--- config.mk ---
export PLATFORM = sky130hd
export DESIGN_NAME = sramc_top
export DESIGN_NICKNAME = d
export VERILOG_FILES = /design/src/rtl/sramc_pkg.sv /design/src/rtl/sramc_phase_timer.sv /design/src/rtl/sramc_seq.sv /design/src/rtl/sramc_top.sv
export SDC_FILE = /design/constraint.sdc
export NUM_CORES = 1
export LEC_CHECK = 0
export BUFFER_PORTS_ARGS = -buffer_cell sky130_fd_sc_hd__buf_2
export CAP_MARGIN = 10
export CORE_ASPECT_RATIO = 1.4
export CORE_MARGIN = 4
export CORE_UTILIZATION = 53
export DETAILED_ROUTE_END_ITERATION = 10
export PLACE_DENSITY = 0.76
export REMOVE_ABC_BUFFERS = 1
export SLEW_MARGIN = 20
export SYNTH_ARGS = -nofsm -noshare
export SYNTH_HDL_FRONTEND = slang
export SYNTH_HIERARCHICAL = 1
export SYNTH_SLANG_ARGS = --single-unit
export TNS_END_PERCENT = 5
--- constraint.sdc ---
create_clock -name clk -period 2.65 [get_ports clk]
set_clock_uncertainty 0.1 [all_clocks]
set_input_delay 0.6625 -clock clk [delete_from_list [all_inputs] [get_ports clk]]
set_output_delay 0.6625 -clock clk [all_outputs]
set_load 0.1 [all_outputs]
--- src/rtl/sramc_pkg.sv ---
`timescale 1ns/1ps
package sramc_pkg;

    typedef enum logic [2:0] {
        ST_IDLE,
        ST_SETUP,
        ST_WPULSE,
        ST_WHOLD,
        ST_RWAIT,
        ST_RECOVER
    } sramc_state_e;

    // Round a nanosecond limit up to whole clocks; zero stays zero.
    function automatic int ns_to_clk(input int t_ns, input int clk_ns);
        if (t_ns <= 0) return 0;
        return (t_ns + clk_ns - 1) / clk_ns;
    endfunction

    function automatic int imax(input int a, input int b);
        return (a > b) ? a : b;
    endfunction

endpackage

--- src/rtl/sramc_phase_timer.sv ---
`timescale 1ns/1ps
module sramc_phase_timer #(
    parameter int CNT_W = 8
) (
    input  logic             clk,
    input  logic             rst_n,
    input  logic             load,
    input  logic [CNT_W-1:0] len,
    output logic             last
);

    logic [CNT_W-1:0] rem_d, rem_q;

    always_comb begin
        if (load) begin
            rem_d = len;
        end else if (rem_q != '0) begin
            rem_d = rem_q - 1'b1;
        end else begin
            rem_d = rem_q;
        end
    end

    always_ff @(posedge clk) begin
        if (!rst_n) begin
            rem_q <= '0;
        end else begin
            rem_q <= rem_d;
        end
    end

    assign last = (rem_q == {{(CNT_W-1){1'b0}}, 1'b1});

    // every phase that is started lasts at least one clock
    a_r11_nonzero_phase: assert property (@(posedge clk) disable iff (!rst_n)
        load |-> (len != '0));

    // a new phase is never started while the running one has clocks left
    a_r11_no_midphase_load: assert property (@(posedge clk) disable iff (!rst_n)
        load |-> (rem_q <= {{(CNT_W-1){1'b0}}, 1'b1}));

endmodule

--- src/rtl/sramc_seq.sv ---
`timescale 1ns/1ps
module sramc_seq
    import sramc_pkg::*;
#(
    parameter int ADDR_W  = 16,
    parameter int CNT_W   = 8,
    parameter int N_SETUP = 1,
    parameter int N_PULSE = 3,
    parameter int N_HOLD  = 1,
    parameter int N_WREC  = 1,
    parameter int N_ACC   = 4,
    parameter int N_RREC  = 1
) (
    input  logic              clk,
    input  logic              rst_n,
    input  logic              req,
    input  logic              req_write,
    input  logic [ADDR_W-1:0] req_addr,
    input  logic              req_wdata,
    input  logic              tmr_last,
    output logic              tmr_load,
    output logic [CNT_W-1:0]  tmr_len,
    output logic              busy,
    output logic              done,
    output logic              rdata,
    output logic [ADDR_W-1:0] mem_addr,
    output logic              mem_cs_n,
    output logic              mem_we_n,
    output logic              mem_din,
    input  logic              mem_dout
);

    localparam logic [CNT_W-1:0] LEN_SETUP = CNT_W'(N_SETUP);
    localparam logic [CNT_W-1:0] LEN_PULSE = CNT_W'(N_PULSE);
    localparam logic [CNT_W-1:0] LEN_HOLD  = CNT_W'(N_HOLD);
    localparam logic [CNT_W-1:0] LEN_WREC  = CNT_W'(N_WREC);
    localparam logic [CNT_W-1:0] LEN_ACC   = CNT_W'(N_ACC);
    localparam logic [CNT_W-1:0] LEN_RREC  = CNT_W'(N_RREC);

    typedef struct packed {
        sramc_state_e      st;
        logic              is_wr;
        logic [ADDR_W-1:0] addr;
        logic              wdata;
        logic              cs_n;
        logic              we_n;
        logic              rdata;
        logic              done;
    } seq_state_t;

    seq_state_t s_d, s_q;

    always_comb begin
        s_d      = s_q;
        s_d.done = 1'b0;
        tmr_load = 1'b0;
        tmr_len  = '0;
        unique case (s_q.st)
            ST_IDLE: begin
                if (req) begin
                    s_d.st    = ST_SETUP;
                    s_d.is_wr = req_write;
                    s_d.addr  = req_addr;
                    s_d.wdata = req_wdata;
                    s_d.cs_n  = 1'b0;
                    s_d.we_n  = 1'b1;
                    tmr_load  = 1'b1;
                    tmr_len   = LEN_SETUP;
                end
            end
            ST_SETUP: begin
                if (tmr_last) begin
                    tmr_load = 1'b1;
                    if (s_q.is_wr) begin
                        s_d.st   = ST_WPULSE;
                        s_d.we_n = 1'b0;
                        tmr_len  = LEN_PULSE;
                    end else begin
                        s_d.st  = ST_RWAIT;
                        tmr_len = LEN_ACC;
                    end
                end
            end
            ST_WPULSE: begin
                if (tmr_last) begin
                    s_d.st   = ST_WHOLD;
                    s_d.we_n = 1'b1;
                    s_d.cs_n = 1'b1;
                    tmr_load = 1'b1;
                    tmr_len  = LEN_HOLD;
                end
            end
            ST_WHOLD: begin
                if (tmr_last) begin
                    s_d.st   = ST_RECOVER;
                    tmr_load = 1'b1;
                    tmr_len  = LEN_WREC;
                end
            end
            ST_RWAIT: begin
                if (tmr_last) begin
                    s_d.st    = ST_RECOVER;
                    s_d.rdata = mem_dout;
                    s_d.cs_n  = 1'b1;
                    tmr_load  = 1'b1;
                    tmr_len   = LEN_RREC;
                end
            end
            ST_RECOVER: begin
                if (tmr_last) begin
                    s_d.st   = ST_IDLE;
                    s_d.done = 1'b1;
                end
            end
            default: s_d.st = ST_IDLE;
        endcase
    end

    always_ff @(posedge clk) begin
        if (!rst_n) begin
            s_q.st    <= ST_IDLE;
            s_q.is_wr <= 1'b0;
            s_q.addr  <= '0;
            s_q.wdata <= 1'b0;
            s_q.cs_n  <= 1'b1;
            s_q.we_n  <= 1'b1;
            s_q.rdata <= 1'b0;
            s_q.done  <= 1'b0;
        end else begin
            s_q <= s_d;
        end
    end

    assign busy     = (s_q.st != ST_IDLE);
    assign done     = s_q.done;
    assign rdata    = s_q.rdata;
    assign mem_addr = s_q.addr;
    assign mem_cs_n = s_q.cs_n;
    assign mem_we_n = s_q.we_n;
    assign mem_din  = s_q.wdata;

    // strobe low only inside select low
    a_r2_we_inside_cs: assert property (@(posedge clk) disable iff (!rst_n)
        !(!mem_we_n && mem_cs_n));

    // select already low for a clock when the strobe falls
    a_r2_cs_leads_we: assert property (@(posedge clk) disable iff (!rst_n)
        $fell(mem_we_n) |-> (!mem_cs_n && $past(!mem_cs_n)));

    // address and data frozen while both strobes are low
    a_r3_frozen_in_overlap: assert property (@(posedge clk) disable iff (!rst_n)
        (!mem_cs_n && !mem_we_n) |=>
            (mem_cs_n || mem_we_n || ($stable(mem_addr) && $stable(mem_din))));

    // address and data held for a clock after the end of write
    a_r5_hold_after_write: assert property (@(posedge clk) disable iff (!rst_n)
        $rose(mem_we_n) |=> ($stable(mem_addr) && $stable(mem_din)));

    // select stays high for a second clock once released
    a_r7_select_gap: assert property (@(posedge clk) disable iff (!rst_n)
        $rose(mem_cs_n) |=> mem_cs_n);

    // done is a single clock and only while idle
    a_r8_done_single: assert property (@(posedge clk) disable iff (!rst_n)
        done |=> !done);
    a_r8_done_idle: assert property (@(posedge clk) disable iff (!rst_n)
        done |-> !busy);

    // nothing reloads the address while an access runs
    a_r9_busy_holds_addr: assert property (@(posedge clk) disable iff (!rst_n)
        busy |=> $stable(mem_addr));

endmodule

--- src/rtl/sramc_top.sv ---
`timescale 1ns/1ps
module sramc_top
    import sramc_pkg::*;
#(
    parameter int ADDR_W = 16,
    parameter int CNT_W  = 8,
    parameter int CLK_NS = 20,
    parameter int T_RC   = 85,
    parameter int T_AA   = 85,
    parameter int T_ACS  = 85,
    parameter int T_WC   = 85,
    parameter int T_CW   = 65,
    parameter int T_AW   = 65,
    parameter int T_WP   = 45,
    parameter int T_AS   = 0,
    parameter int T_WR   = 0,
    parameter int T_DW   = 35,
    parameter int T_DH   = 5
) (
    input  logic              clk,
    input  logic              rst_n,
    input  logic              req,
    input  logic              req_write,
    input  logic [ADDR_W-1:0] req_addr,
    input  logic              req_wdata,
    output logic              busy,
    output logic              done,
    output logic              rdata,
    output logic [ADDR_W-1:0] mem_addr,
    output logic              mem_cs_n,
    output logic              mem_we_n,
    output logic              mem_din,
    input  logic              mem_dout
);

    localparam int C_RC  = ns_to_clk(T_RC, CLK_NS);
    localparam int C_WC  = ns_to_clk(T_WC, CLK_NS);
    localparam int C_CW  = ns_to_clk(T_CW, CLK_NS);
    localparam int C_AW  = ns_to_clk(T_AW, CLK_NS);
    localparam int C_WP  = ns_to_clk(T_WP, CLK_NS);
    localparam int C_AS  = ns_to_clk(T_AS, CLK_NS);
    localparam int C_DW  = ns_to_clk(T_DW, CLK_NS);
    localparam int C_HLD = ns_to_clk(imax(T_DH, T_WR), CLK_NS);
    localparam int C_ACC = ns_to_clk(imax(T_AA, T_ACS), CLK_NS);

    localparam int N_SETUP = imax(1, C_AS);
    localparam int N_PULSE = imax(1, imax(imax(C_WP, C_DW),
                                          imax(C_CW - N_SETUP, C_AW - N_SETUP)));
    localparam int N_HOLD  = imax(1, C_HLD);
    localparam int N_WREC  = imax(1, C_WC - (N_SETUP + N_PULSE + N_HOLD));
    localparam int N_ACC   = imax(1, C_ACC - N_SETUP);
    localparam int N_RREC  = imax(1, C_RC - (N_SETUP + N_ACC));

    logic             tmr_load;
    logic [CNT_W-1:0] tmr_len;
    logic             tmr_last;

    sramc_phase_timer #(
        .CNT_W (CNT_W)
    ) u_timer (
        .clk   (clk),
        .rst_n (rst_n),
        .load  (tmr_load),
        .len   (tmr_len),
        .last  (tmr_last)
    );

    sramc_seq #(
        .ADDR_W  (ADDR_W),
        .CNT_W   (CNT_W),
        .N_SETUP (N_SETUP),
        .N_PULSE (N_PULSE),
        .N_HOLD  (N_HOLD),
        .N_WREC  (N_WREC),
        .N_ACC   (N_ACC),
        .N_RREC  (N_RREC)
    ) u_seq (
        .clk       (clk),
        .rst_n     (rst_n),
        .req       (req),
        .req_write (req_write),
        .req_addr  (req_addr),
        .req_wdata (req_wdata),
        .tmr_last  (tmr_last),
        .tmr_load  (tmr_load),
        .tmr_len   (tmr_len),
        .busy      (busy),
        .done      (done),
        .rdata     (rdata),
        .mem_addr  (mem_addr),
        .mem_cs_n  (mem_cs_n),
        .mem_we_n  (mem_we_n),
        .mem_din   (mem_din),
        .mem_dout  (mem_dout)
    );

endmodule

Word level (Yosys, flattened, before mapping)
Index checks and enable logic that the tools add are counted. Widths: inputs -> output; s select.

$add $sub $neg: 1. Multiply operators: 0. Div/mod/pow operators: 0. Order comparisons: 0. Eq/ne operators: 13. Shift-type cells: 0. Mux-type cells: 23. Bitwise operators: 0. Reductions and logical operators: 15.

Operator list (number): $mux 8 (3); $pmux 8 s3 (1); $mux 23 (1); $mux 3 (6); $pmux 3 s5 (1); $ne 2x2->1 const B (5); $reduce_and 5->1 (2); $reduce_bool 3->1 (3); $eq 8x1->1 const B (1); $reduce_bool 8->1 (1); $sub 8x1->8 const B (1); $mux 1 (7); $eq 3x2->1 const B (2); $eq 3x3->1 const B (2); $pmux 1 s3 (2); $reduce_and 2->1 (3); $ne 2x1->1 const B (2); $reduce_and 4->1 (1); $reduce_or 4->1 (1); $eq 3x1->1 const B (1); $logic_not 3->1 (1); $reduce_or 3->1 (1); $mux 2 (1); $pmux 1 s2 (1); other kinds (2) (2).

Flip-flop bits (word level): 33. Bits in latches: 0. RAM bits: 0. ROM bits: 0. Input bits: 22. Output and inout bits: 22. Memories: 0.

Logic depth before layout (Yosys ltp)
Depth in word-level cells: 4. Depth in mapped cells: 11.

Hierarchy
Netlist, hierarchy kept.

By module, submodules not included: sramc_seq (times used 1, cells an instance 154, area each 1310.0 um^2, sequential area each 500.5 um^2); sramc_phase_timer (times used 1, cells an instance 54, area each 495.5 um^2, sequential area each 160.2 um^2).

Least setup slack after synthesis
No wires, ideal clock.

Path type: reg2reg. Start point: register u_timer.rem_q[4]. End point: register u_timer.rem_q[0]. Setup time: 0.119 ns. Data arrival time: 2.206 ns. Data required time: 2.431 ns. Path slack: 0.226 ns. Stages on the path, launching flop included: 11. Path buffers: 2. Period minus slack after synthesis: 2.424 ns. Cell sequence: dfxtp_1 -> nor4_4 -> and3_2 -> buf_2 -> nor4bb_1 -> o21bai_1 -> buf_2 -> inv_2 -> nand4_2 -> mux2i_1 -> a21boi_1.

Word-level cells in the longest chain between the ends: 4.

Ends and longest elaborated chain: start, declared (RTL line sramc_phase_timer.sv:12) `logic [CNT_W-1:0] rem_d, rem_q;`; start signal, assigned (RTL line sramc_phase_timer.sv:28) `rem_q <= rem_d;`; $eq 8x1->1 * (RTL line sramc_phase_timer.sv:32) `assign last = (rem_q == {{(CNT_W-1){1'b0}}, 1'b1});`; via tmr_last (RTL line sramc_top.sv:56) `logic tmr_last;`; $mux 1 *; $pmux 1 s2 * (RTL line sramc_seq.sv:58) `unique case (s_q.st)`; via tmr_load (RTL line sramc_top.sv:54) `logic tmr_load;`; $mux 8 or $reduce_bool 2->1 (tied branches).

The timed path passes the listed nets; every way through them passes the cells marked *. A chain may end at the register's enable or synchronous reset.

Final worst setup path
Start point: register u_timer.rem_q[4]. End point: register u_timer.rem_q[3].

Same word-level chain as after synthesis.

==> flow_summary_export.csv <==
group,metric,value,unit
global_route,grt_pass1_vias,1298,
logic_synthesis,synthMuxAreaShare,3.33,%
cts,cts_tree,"yes",
pwr,p_leak,0.883,nW
global_route,antenna_found_initial,0,
global_route,grt_max_degree,29,
pwr,ir_drop,0.000496,V
cts,cts_sinks,33,
cts,clkSlewWorstSetupHoldPaths,0.07,ns
sta,maxSlewViolCount,0,
run_status,status,"finished, final reports clean",
logic_synthesis,synthTopCellsByArea,"dfxtp_1, nand2_1, buf_4",
global_route,grt_overflow,0,
pwr,sequentialPowerShare,37.6,%
sta,hold_viol,0,
flow_run,maxCapViolCount,0,
logic_synthesis,synth_top_area_share,36.6,%
logic_synthesis,synth_top_family_by_area,"simple AND/OR/NAND/NOR gates",
logic_synthesis,synth_flop_cell,"dfxtp_1",
cells_and_area,final_area,1980,um2
sta,period_share,90.4,%
die,die_h,77.1,um
drt,drtPass1Iterations,4,
die,core,3180,um2
worst_hold_path,worstHoldStart,"u_seq/mem_addr[10]$_SDFFE_PN0P_",
die,io_pins,44,
drt,ant_nets,0,
cells_and_area,syn2layout_area_growth,9.63,%
worst_hold_path,min_path_type,"register to register",
pwr,p_sw_share,42.8,%
drt,via_per_inst,5.19,
setup_path,cp-start-kind,"register",
logic_synthesis,yosys_register_bits,33,
placement,placedInstanceArea,1900,um2
logic_synthesis,synth_edf_count,0,
die,fp.dieW,57.3,um
placement,portBuffers,43,
logic_synthesis,synthCells,208,
pwr,p_int,0.00103,W
die,rows,24,
pwr,pwr_density_cell,908,nW/um2
cts,cts_resized,0,
sta,max_freq,0.417,GHz
sta,fin_tns_setup,0,ns
cts,ctsHoldBuffers,0,
logic_synthesis,synthArstFlopShare,0,%
die,die-area,4420,um2
setup_path,cp_max_fo,10,
setup_path,critical_path_arrival,2.49,ns
pwr,p_switching,0.000769,W
sta,finalSetupViolations,0,
setup_path,regToRegSetupSlack,0.25,ns
placement,place.gp.congestion,0.820,
logic_synthesis,synth_simple_gate_area_share,24.7,%
placement,placed_cells,267,
logic_synthesis,synth_fa_ha_area_share,2.08,%
global_route,grt_usage,16.5,%
cells_and_area,fin_cells,275,
drt,avgRoutedWirePerCell,12.2,um
cts,clock_path_buffers,2,
logic_synthesis,yosys_warnings,6,
global_route,grt_pass1_wl,5930,um
setup_path,r2r_end,"u_timer/rem_q[3]$_SDFFE_PN0P_",
logic_synthesis,synth_compound_gate_area_share,16.0,%
cells_and_area,final_util,62.2,%
cells_and_area,drive_above_1_share,28.8,%
pwr,combinationalPowerShare,42.1,%
logic_synthesis,synthXorXnorAreaFrac,3.40,%
cts,cts_made_buffers,5,
setup_path,cp-end-kind,"register",
logic_synthesis,yosys.area.top_type,"dfxtp_1",
placement,dpl.hpwl,2460,um
cells_and_area,n_antenna_cell,0,
setup_path,critPathKind,"register to register",
worst_hold_path,hold_end,"u_seq/mem_addr[10]$_SDFFE_PN0P_",
cells_and_area,nFillCells,307,
logic_synthesis,syn_area,1810,um2
drt,drtIter0Drc,18,
die,initial_core_util,56.7,%
cells_and_area,fin_nets,260,
drt,drcViolationCount,0,
logic_synthesis,syn_area_per_cell,8.68,um2
pwr,p_clk_share,20.3,%
cts,h-tree-depth,2,
setup_path,worstPathRequired,2.74,ns
cts,root_buffer,"clkbuf_8",
drt,wl,3350,um
worst_hold_path,hold_path_depth,2,
drt,via_count,1428,
sta,maxSlewHeadroom,57.1,%
cts,cts_setup_buffers,0,
sta,worst_pin_slew,0.643,ns
setup_path,timing.rr.start,"u_timer/rem_q[4]$_SDFFE_PN0P_",
sta,fin_crit,2.40,ns
setup_path,reg2reg_depth,8,
cts,clk-insertion-delay-late,0.28,ns
logic_synthesis,yosysUniqueCellTypes,49,
logic_synthesis,ys_seq_area_share,36.6,%
sta,rsz0062_at_grt,"no",
## layout make-up
cell class	instances	area, um2	share of cell area [%]
tap	39	48.8	2.47
inverter	4	15.0	0.759
sequential	33	661	33.4
clock inverter	2	10.0	0.506
multi-input combinational	142	912	46.1
timing repair buffer	49	260	13.1
clock buffer	6	72.6	3.67
## power groups by stage
stage	clock network, W	logic, W	registers [W]
after detailed placement	0	0.000761	0.000687
after CTS	0.000372	0.000762	0.000677
after global placement	0	0.000753	0.000685
final	0.000365	0.000756	0.000676
after floorplan	0	0.000431	0.000859
after global routing	0.000404	0.000827	0.000688
## cell usage after synthesis (all sizes together), types with 2 or more instances
| cell type | n |
|---|---|
| inv | 4 |
| a21oi | 3 |
| o211ai | 2 |
| dfxtp | 33 |
| nor2b | 4 |
| nor2 | 10 |
| nor4b | 2 |
| nor3b | 3 |
| nor4 | 2 |
| ha | 3 |
| o21ai | 4 |
| mux2i | 6 |
| a211oi | 4 |
| clkbuf | 4 |
| xor2 | 4 |
| buf | 29 |
| nand4 | 2 |
| a21boi | 20 |
| xnor2 | 3 |
| nand2 | 46 |
| nor3 | 4 |
## logic make-up (layout without fill, tap and decap cells)
logic type,count (synthesis),after routing
adders and majority gates,3,3
muxes,6,6
DFF,33,33
AOI/OAI and AO/OA,38,38
other,1,5
buffers and inverters,37,61
xor gates and xnor gates,7,7
and+or+nand+nor,83,83
## how the worst max path moves through the flow
| stage | startpoint | end | cells past startpoint |
|---|---|---|---|
| 2_1_floorplan | u_timer/rem_q[4]$_SDFFE_PN0P_ | u_timer/rem_q[0]$_SDFFE_PN0P_ | 8 |
| 3_3_place_gp | u_timer/rem_q[4]$_SDFFE_PN0P_ | u_timer/rem_q[3]$_SDFFE_PN0P_ | 8 |
| 3_5_place_dp | u_timer/rem_q[4]$_SDFFE_PN0P_ | u_timer/rem_q[3]$_SDFFE_PN0P_ | 8 |
| 4_1_cts | u_timer/rem_q[4]$_SDFFE_PN0P_ | u_timer/rem_q[3]$_SDFFE_PN0P_ | 8 |
| 5_1_grt | u_timer/rem_q[4]$_SDFFE_PN0P_ | u_timer/rem_q[3]$_SDFFE_PN0P_ | 8 |
| 6_report | u_timer/rem_q[4]$_SDFFE_PN0P_ | u_timer/rem_q[3]$_SDFFE_PN0P_ | 8 |
## routing by layer
| metal | global-route usage, % | vias up | share of wire (%) |
|---|---|---|---|
| met5 | 0 | - | 0 |
| met4 | 4.87 | 0 | 1.2 |
| met3 | 5.88 | 5 | 7.5 |
| met2 | 26.0 | 40 | 49 |
| met1 | 21.1 | 659 | 42 |
| li1 | - | 724 | - |
## stage by stage
step	total power [W]	hold WS, ns	setup WS (ns)
global route	0.00192	0.364	0.0613
global placement	0.00144	0.338	0.409
floorplan	0.00129	0.377	0.222
detailed placement	0.00145	0.342	0.263
finish	0.00180	0.350	0.253
CTS	0.00181	0.351	0.233
## critical path, cell delays in order, from the launching register on
cell and delay (ns):
dfxtp_1 0.35, nor4_4 0.39, and3_2 0.35, nor4bb_1 0.39
o21bai_1 0.21, inv_2 0.06, nand4_2 0.11, nand2_2 0.13
a211oi_1 0.21
## registers in the layout, summed over array words and instances, names as in the netlist
name,flops
u_seq/mem_addr,16
u_timer/rem_q,8
u_seq/s_q,4
u_seq/done,1
u_seq/mem_cs_n,1
u_seq/mem_din,1
u_seq/mem_we_n,1
u_seq/rdata,1
## layout by cell type (no fill, tap or decap), types with 4 or more instances in the layout
cell,instances
nor2_1,10
clkbuf_8,5
a21boi_0,9
a21boi_1,11
o21ai_0,4
nor2b_1,4
buf_4,6
buf_2,43
dfxtp_1,33
xor2_1,4
conb_1,5
nand2_1,45
mux2i_1,6
Power figures use the tool's default switching activity.
